`src/rtl/cfgbus_pkg.sv`:
```
package cfgbus_pkg;
  typedef enum logic [1:0] {
    ST_IDLE = 2'd0,
    ST_RX   = 2'd1,
    ST_ACK  = 2'd2,
    ST_SKIP = 2'd3
  } rx_state_e;

  localparam int BITS_PER_BYTE = 8;
endpackage

```
`src/rtl/cfgbus_sync.sv`:
```
module cfgbus_sync #(
  parameter int STAGES = 2
) (
  input  logic clk,
  input  logic rst_n,
  input  logic scl_i,
  input  logic sda_i,
  output logic sda_bit_o,
  output logic scl_rise_o,
  output logic scl_fall_o,
  output logic start_o,
  output logic stop_o
);
  logic [STAGES-1:0] scl_ff, sda_ff;
  logic              scl_prev, sda_prev;
  logic              scl_s, sda_s;

  assign scl_s = scl_ff[STAGES-1];
  assign sda_s = sda_ff[STAGES-1];

  always_ff @(posedge clk or negedge rst_n) begin
    if (!rst_n) begin
      scl_ff   <= '1;
      sda_ff   <= '1;
      scl_prev <= 1'b1;
      sda_prev <= 1'b1;
    end else begin
      scl_ff   <= {scl_ff[STAGES-2:0], scl_i};
      sda_ff   <= {sda_ff[STAGES-2:0], sda_i};
      scl_prev <= scl_s;
      sda_prev <= sda_s;
    end
  end

  assign sda_bit_o  = sda_s;
  assign scl_rise_o = scl_s & ~scl_prev;
  assign scl_fall_o = ~scl_s & scl_prev;
  assign start_o    = scl_s & scl_prev & sda_prev & ~sda_s;
  assign stop_o     = scl_s & scl_prev & ~sda_prev & sda_s;
endmodule

```
`src/rtl/cfgbus_engine.sv`:
```
module cfgbus_engine
  import cfgbus_pkg::*;
#(
  parameter logic [7:0] ADDR_BYTE  = 8'hD2,
  parameter int         HDR_BYTES  = 3,
  parameter int         DATA_BYTES = 8,
  parameter int         REG_BYTES  = 6,
  localparam int        FRAME_BYTES = HDR_BYTES + DATA_BYTES,
  localparam int        IDX_W       = $clog2(FRAME_BYTES + 1),
  localparam int        RIDX_W      = (REG_BYTES > 1) ? $clog2(REG_BYTES) : 1
) (
  input  logic              clk,
  input  logic              rst_n,
  input  logic              sda_bit_i,
  input  logic              scl_rise_i,
  input  logic              scl_fall_i,
  input  logic              start_i,
  input  logic              stop_i,
  output logic              sda_pull_o,
  output logic              wr_en_o,
  output logic [RIDX_W-1:0] wr_idx_o,
  output logic [7:0]        wr_data_o
);
  rx_state_e        state_q, state_d;
  logic [3:0]       bit_cnt_q, bit_cnt_d;
  logic [IDX_W-1:0] byte_idx_q, byte_idx_d;
  logic [7:0]       shreg_q, shreg_d;
  logic             pull_q, pull_d;
  logic             in_window;

  assign in_window = (byte_idx_q >= IDX_W'(HDR_BYTES)) &&
                     (byte_idx_q <  IDX_W'(HDR_BYTES + REG_BYTES));

  always_comb begin
    state_d    = state_q;
    bit_cnt_d  = bit_cnt_q;
    byte_idx_d = byte_idx_q;
    shreg_d    = shreg_q;
    pull_d     = pull_q;
    wr_en_o    = 1'b0;
    if (stop_i) begin
      state_d = ST_IDLE;
      pull_d  = 1'b0;
    end else if (start_i) begin
      state_d    = ST_RX;
      bit_cnt_d  = '0;
      byte_idx_d = '0;
      pull_d     = 1'b0;
    end else begin
      case (state_q)
        ST_RX: begin
          if (scl_rise_i && bit_cnt_q < 4'(BITS_PER_BYTE)) begin
            shreg_d   = {shreg_q[6:0], sda_bit_i};
            bit_cnt_d = bit_cnt_q + 4'd1;
          end
          if (scl_fall_i && bit_cnt_q == 4'(BITS_PER_BYTE)) begin
            if (byte_idx_q == '0 && shreg_q != ADDR_BYTE) begin
              state_d = ST_SKIP;
            end else begin
              state_d = ST_ACK;
              pull_d  = 1'b1;
              wr_en_o = in_window;
            end
          end
        end
        ST_ACK: begin
          if (scl_fall_i) begin
            state_d   = ST_RX;
            pull_d    = 1'b0;
            bit_cnt_d = '0;
            if (byte_idx_q != IDX_W'(FRAME_BYTES))
              byte_idx_d = byte_idx_q + IDX_W'(1);
          end
        end
        default: ;
      endcase
    end
  end

  always_ff @(posedge clk or negedge rst_n) begin
    if (!rst_n) begin
      state_q    <= ST_IDLE;
      bit_cnt_q  <= '0;
      byte_idx_q <= '0;
      shreg_q    <= '0;
      pull_q     <= 1'b0;
    end else begin
      state_q    <= state_d;
      bit_cnt_q  <= bit_cnt_d;
      byte_idx_q <= byte_idx_d;
      shreg_q    <= shreg_d;
      pull_q     <= pull_d;
    end
  end

  assign sda_pull_o = pull_q;
  assign wr_data_o  = shreg_q;
  assign wr_idx_o   = RIDX_W'(byte_idx_q - IDX_W'(HDR_BYTES));

  // the acknowledge only begins right after a bus clock fall
  assert_ack_after_fall_R6: assert property (@(posedge clk) disable iff (!rst_n)
    $rose(pull_q) |-> $past(scl_fall_i));
  // every register write is accompanied by an acknowledge
  assert_write_acked_R5: assert property (@(posedge clk) disable iff (!rst_n)
    wr_en_o |=> pull_q);
  // a STOP always releases the data line
  assert_release_on_stop_R9: assert property (@(posedge clk) disable iff (!rst_n)
    stop_i |=> !pull_q);
  // an ignored frame neither acknowledges nor writes
  assert_skip_silent_R2: assert property (@(posedge clk) disable iff (!rst_n)
    (state_q == ST_SKIP) |-> (!wr_en_o && !pull_q));
endmodule

```
`src/rtl/cfgbus_regbank.sv`:
```
module cfgbus_regbank #(
  parameter int                       REG_BYTES = 6,
  parameter logic [8*REG_BYTES-1:0]   RST_VAL   = '0,
  parameter logic [8*REG_BYTES-1:0]   WR_MASK   = '1,
  localparam int                      RIDX_W    = (REG_BYTES > 1) ? $clog2(REG_BYTES) : 1
) (
  input  logic                     clk,
  input  logic                     rst_n,
  input  logic                     wr_en_i,
  input  logic [RIDX_W-1:0]        wr_idx_i,
  input  logic [7:0]               wr_data_i,
  output logic [8*REG_BYTES-1:0]   bank_o
);
  logic [8*REG_BYTES-1:0] bank_q;

  for (genvar g = 0; g < REG_BYTES; g++) begin : g_byte
    logic       sel;
    logic [7:0] nxt;
    assign sel = wr_en_i && (wr_idx_i == RIDX_W'(g));
    always_comb begin
      nxt = (bank_q[8*g +: 8] & ~WR_MASK[8*g +: 8]) | (wr_data_i & WR_MASK[8*g +: 8]);
    end
    always_ff @(posedge clk or negedge rst_n) begin
      if (!rst_n)   bank_q[8*g +: 8] <= RST_VAL[8*g +: 8];
      else if (sel) bank_q[8*g +: 8] <= nxt;
    end
  end

  assign bank_o = bank_q;

  // the bank only moves on a write strobe
  assert_hold_without_write_R5: assert property (@(posedge clk) disable iff (!rst_n)
    !wr_en_i |=> $stable(bank_q));
  // masked-off bits always hold their reset value
  assert_reserved_fixed_R10: assert property (@(posedge clk) disable iff (!rst_n)
    (bank_q & ~WR_MASK) == (RST_VAL & ~WR_MASK));
endmodule

```
`src/rtl/cfgbus_rx.sv`:
```
module cfgbus_rx #(
  parameter logic [7:0]             ADDR_BYTE   = 8'hD2,
  parameter int                     HDR_BYTES   = 3,
  parameter int                     DATA_BYTES  = 8,
  parameter int                     REG_BYTES   = 6,
  parameter int                     SYNC_STAGES = 2,
  parameter int                     FS_W        = 4,
  parameter logic [8*REG_BYTES-1:0] RST_VAL     = 48'h33_00_3F_7F_0F_00,
  parameter logic [8*REG_BYTES-1:0] WR_MASK     = 48'h33_00_3F_7F_0F_7F,
  localparam int                    RIDX_W      = (REG_BYTES > 1) ? $clog2(REG_BYTES) : 1
) (
  input  logic                   clk,
  input  logic                   rst_n,
  input  logic                   scl_i,
  input  logic                   sda_i,
  input  logic [FS_W-1:0]        strap_fs_i,
  output logic                   sda_pull_o,
  output logic [1:0]             mode_o,
  output logic                   freq_src_o,
  output logic [FS_W-1:0]        freq_code_o,
  output logic [8*REG_BYTES-1:0] regs_o
);
  logic [1:0]        rst_pipe;
  logic              rst_n_int;
  logic              sda_bit, scl_rise, scl_fall, start_det, stop_det;
  logic              wr_en;
  logic [RIDX_W-1:0] wr_idx;
  logic [7:0]        wr_data;
  logic [FS_W-1:0]   reg_code;

  always_ff @(posedge clk or negedge rst_n) begin
    if (!rst_n) rst_pipe <= '0;
    else        rst_pipe <= {rst_pipe[0], 1'b1};
  end
  assign rst_n_int = rst_pipe[1];

  cfgbus_sync #(.STAGES(SYNC_STAGES)) u_sync (
    .clk        (clk),
    .rst_n      (rst_n_int),
    .scl_i      (scl_i),
    .sda_i      (sda_i),
    .sda_bit_o  (sda_bit),
    .scl_rise_o (scl_rise),
    .scl_fall_o (scl_fall),
    .start_o    (start_det),
    .stop_o     (stop_det)
  );

  cfgbus_engine #(
    .ADDR_BYTE  (ADDR_BYTE),
    .HDR_BYTES  (HDR_BYTES),
    .DATA_BYTES (DATA_BYTES),
    .REG_BYTES  (REG_BYTES)
  ) u_engine (
    .clk        (clk),
    .rst_n      (rst_n_int),
    .sda_bit_i  (sda_bit),
    .scl_rise_i (scl_rise),
    .scl_fall_i (scl_fall),
    .start_i    (start_det),
    .stop_i     (stop_det),
    .sda_pull_o (sda_pull_o),
    .wr_en_o    (wr_en),
    .wr_idx_o   (wr_idx),
    .wr_data_o  (wr_data)
  );

  cfgbus_regbank #(
    .REG_BYTES (REG_BYTES),
    .RST_VAL   (RST_VAL),
    .WR_MASK   (WR_MASK)
  ) u_regbank (
    .clk       (clk),
    .rst_n     (rst_n_int),
    .wr_en_i   (wr_en),
    .wr_idx_i  (wr_idx),
    .wr_data_i (wr_data),
    .bank_o    (regs_o)
  );

  assign mode_o      = regs_o[1:0];
  assign freq_src_o  = regs_o[3];
  assign reg_code    = FS_W'({regs_o[2], regs_o[6:4]});
  assign freq_code_o = freq_src_o ? reg_code : strap_fs_i;
endmodule

```
`config.mk`:
```
export PLATFORM = sky130hd
export DESIGN_NAME = cfgbus_rx
export DESIGN_NICKNAME = d
export VERILOG_FILES = /design/src/rtl/cfgbus_pkg.sv /design/src/rtl/cfgbus_sync.sv /design/src/rtl/cfgbus_engine.sv /design/src/rtl/cfgbus_regbank.sv /design/src/rtl/cfgbus_rx.sv
export SDC_FILE = /design/constraint.sdc
export NUM_CORES = 1
export LEC_CHECK = 0
export BUFFER_PORTS_ARGS = -buffer_cell sky130_fd_sc_hd__buf_2
export CAP_MARGIN = 20
export CORE_MARGIN = 2
export CORE_UTILIZATION = 45
export CTS_CLUSTER_SIZE = 30
export DETAILED_ROUTE_END_ITERATION = 6
export PLACE_DENSITY_LB_ADDON = 0.1
export SYNTH_ARGS = -nofsm -noshare
export SYNTH_HDL_FRONTEND = slang
export SYNTH_SLANG_ARGS = --single-unit
```
`constraint.sdc`:
```
create_clock -name clk -period 1.6 [get_ports clk]
set_input_delay 0.24 -clock clk [delete_from_list [all_inputs] [get_ports clk]]
set_output_delay 0.24 -clock clk [all_outputs]
set_load 0.03 [all_outputs]
```
==> summary.md <==
| Metric | Value |
|---|---|
| Status | `finished, violations left` |
| Failing checks | `negative setup slack` |
| Tmin final | `1920 ps` |
| Antenna cells | `0` |
| Pwr per Cell Area | `~1400 mW/mm^2` |
| Clock network fraction of total power | `0.153` |
| Residual DRC | `0` |
| CTS Buffer Depth | `2` |
| Critical path fanouts, max | `3` |
| Initial DRC count | `between 50 and 60` |
| RSZ-0062 raised after global routing | `true` |
| Worst path slowest cell | `dfrtp_1` |
| Final hold violation count | `0` |
| GRT Total Usage | `0.189` |
| Detailed Route WL | `around 6.0 mm` |
| Netlist cell types | `49` |
| CTS Buf Count | `5` |
| Synth Instances | `217` |
| DIE AREA | `approximately 0.007 mm^2` |
| Placement Setup Slack | `-340 ps` |
| HPWL after DPL | `4.17 mm` |
| H-tree lvl count | `2` |
| Share of cells above drive strength 1 | `0.669` |
| Layout Nets | `between 300 and 400` |
| Critical path class | `register to register` |
| Max-Cap Viols | `0` |
| Critical path's largest stage delay | `~420 ps` |
| Reg-to-reg endpoint | `u_regbank.bank_o[9]` |
| Row count | `28` |
| Drt wl/cell | `15.3 um` |
| Root buffer selected by CTS | `clkbuf_8` |
| Number of synthesized flops with an enable pin | `0` |
| CP delay by family, top | `adder cells` |
| Avg Inst Size Synth | `around 13 um^2` |
| Ys flop type | `dfrtp_1` |
| CTS tree | `built` |
| Max Clock Freq | `just over 500 MHz` |
| Final Worst Setup Slack | `-324 ps` |
| Vias in the first global route | `1898` |
| Fraction of the cycle the final worst path needs | `1.20` |
| Critical Path RT | `1850 ps` |
| Worst Hold Class | `input port to register` |
| Leak pwr | `~1.9 nW` |
| Synthesized flop and latch total | `55` |
| R2R Path Start | `u_engine.byte_idx_q[1]` |
| Io pins | `64` |
| Worst Setup End Kind | `register` |
| Ys Warns | `0` |
| Worst Path Buf+Inv | `1` |
| Via density | `~5` |
| Routed Antenna Nets | `0` |
| Startpoint types | `register` |
| Routability Congestion | `0.806` |
| Fillcell total | `roughly 460` |
| CP Cell Sequence | `ha_2 -> ha_4 -> nand4bb_1 -> a211oi_2 -> nand3_2 -> buf_4 -> mux2_2` |
| Initial antenna violation count | `0` |
| CP Launch Point | `u_engine.byte_idx_q[1]` |
| Max VDD drop | `861 uV` |
| Starting Density | `0.468` |
| Core Region | `slightly below 0.006 mm^2` |
| Sequential share of power | `0.330` |
| Comb pwr share | `0.517` |
| Async set-reset flop share out of synthesis | `1.00` |
| Largest net degree at the start of global routing | `54` |
| Switch Pwr | `1.91 mW` |
| Reg clk slew, reported paths | `approximately 100 ps` |
| Die width | `82.7 um` |
| Setup slack, reg-to-reg | `-320 ps` |
| Max Slew Vio Count | `0` |
| Worst-Skew Late Latency | `a little over 300 ps` |
| Total Power | `5.21 mW` |
| First-pass GRT wire length | `a little under 10 mm` |
| Worst Reg-to-Reg Cells | `7` |
| WHS | `around 25 ps` |
| Vias | `roughly 1900` |
| Internal power | `approximately 3.3 mW` |
| Sw frac | `0.367` |
| # setup viols final | `40` |
| Crit path capture | `u_regbank.bank_o[9]` |
| Area grow syn2layout | `36.8%` |
| Critical Path AT | `approximately 2200 ps` |
| Layout Skew | `between 9 and 10 ps` |
| Sequential element share of the synthesized area | `0.506` |
| Netlist Area Pre-Place | `about 0.0028 mm^2` |
| TritonRoute pass-1 iters | `4` |
| Overflow after GRT | `0` |
| # clock sinks | `55` |
| Post-Route Utilization | `0.640` |
| Die H | `between 80 and 90 um` |
| Levels on crit path | `7` |
| Buffers added on ports | `between 40 and 50` |
how the worst min path moves through the flow:
stage / startpoint / cells after the start / slack (ps) / endpoint
final: scl_i / 1 / 30 / u_sync.scl_ff[0]
after global routing: scl_i / 1 / 6 / u_sync.scl_ff[0]
after CTS: sda_i / 1 / 10 / u_sync.sda_ff[0]
after detailed placement: rst_n / 1 / 30 / rst_pipe[0]
after global placement: rst_n / 1 / 30 / rst_pipe[0]
after floorplan: rst_n / 0 / -60 / rst_pipe[0]
worst reg2reg max path, stage by stage, from the launching register on:
cell	delay [ps]
dfrtp_1	420
ha_2	220
ha_4	240
nand4bb_1	190
a211oi_2	230
nand3_2	150
buf_4	170
mux2_2	260
stage by stage:
step	setup TNS, ps	instances	instance area [um^2]
finish	-7300	389	3810
global route	-9800	389	3810
floorplan	-7190	236	2970
global placement	-8130	371	3430
detailed placement	-8840	371	3430
CTS	-7300	387	3740
flip-flops by register name, summed over array words and instances (netlist names):
register             count
u_sync.sda_prev          1
u_engine.byte_idx_q      4
u_sync.scl_prev          1
u_engine.wr_data_o       8
u_sync.scl_ff            2
rst_pipe                 2
u_sync.sda_ff            2
u_regbank.bank_o        28
u_engine.bit_cnt_q       4
u_engine.state_q         2
u_engine.sda_pull_o      1
cell usage in the layout (no fill, tap or decap), types with 2 or more instances in the layout:
cell and count:
nor3_1 2, conb_1 21, mux2_2 14, and4_4 2, buf_2 43, nand3b_1 4, nor2_1 6, o21ai_2 3
o21ai_0 2, nand3_2 2, dfrtp_1 26, mux2_4 27, clkbuf_8 6, o211ai_1 2, mux2i_1 2, inv_2 4
nand4_1 2, ha_4 4, buf_4 44, inv_1 5, and3_1 2, dfrtp_2 2, ha_1 5, dfstp_2 27
nand2_1 4, buf_12 3, nand3_1 4, buf_6 7
cell type report:
type,count,area [um^2],share of cell area
Sequential cell,55,1410,0.371
Clock inverter,1,8.76,0.00230
Inverter,11,48.8,0.0128
Clock buffer,7,86.3,0.0227
Multi-Input combinational cell,142,1470,0.385
Timing Repair Buffer,98,694,0.182
Tap cell,75,93.8,0.0246
Yosys cell counts (2+ instances only):
master,number,share of area
nand2_1,4,0.0054
nor2_1,7,0.0094
inv_1,11,0.015
dfrtp_1,28,0.25
nor3_1,2,0.0036
o21ai_0,6,0.011
o211ai_1,2,0.0054
and4b_1,2,0.0072
buf_4,25,0.067
conb_1,2,0.0027
nand3_1,6,0.011
ha_1,10,0.045
a211oi_1,2,0.0054
mux2_2,34,0.14
nand4_1,2,0.0045
xor2_1,2,0.0063
mux2i_1,2,0.0072
nor2b_1,2,0.0045
mux2_4,7,0.038
nand3b_1,4,0.011
dfstp_2,27,0.25
and3_1,3,0.0067
power groups by stage:
stage          registers (mW)  clock network [mW]  logic (mW)
6_report                 1.72               0.798        2.70
5_1_grt                  1.74               0.891        2.93
4_1_cts                  1.72               0.841        2.52
3_5_place_dp             1.73                   0        2.08
3_3_place_gp             1.72                   0        2.07
2_1_floorplan            1.81                   0        1.17
cells by family (layout without fill, tap and decap cells):
| logic type | Yosys count | in the layout | share of synthesized area |
|---|---|---|---|
| AOI/OAI and AO/OA | 20 | 20 | 0.0553 |
| xor gates and xnor gates | 3 | 3 | 0.00944 |
| adders and majority gates | 10 | 10 | 0.0449 |
| buffers and inverters | 39 | 117 | 0.0894 |
| DFF | 55 | 55 | 0.506 |
| muxes | 43 | 43 | 0.182 |
| other | 2 | 21 | 0.00270 |
| and+or+nand+nor | 45 | 45 | 0.110 |
layer usage:
metal | track usage | vias up | wire (um)
li1 | - | 925 | -
met1 | 0.252 | 946 | 2730
met2 | 0.312 | 44 | 2950
met3 | 0.0391 | 5 | 222
met4 | 0.0492 | 0 | 57
met5 | 0 | - | 0
repair_timing:
action,4_1_cts,5_1_grt
resized for setup,36,15
endpoints found under the hold margin,2,0
hold buffers,1,0
setup buffers,8,2
setup endpoints to repair,43,47
pin swaps,9,12
(Power assumes the default switching activity.)
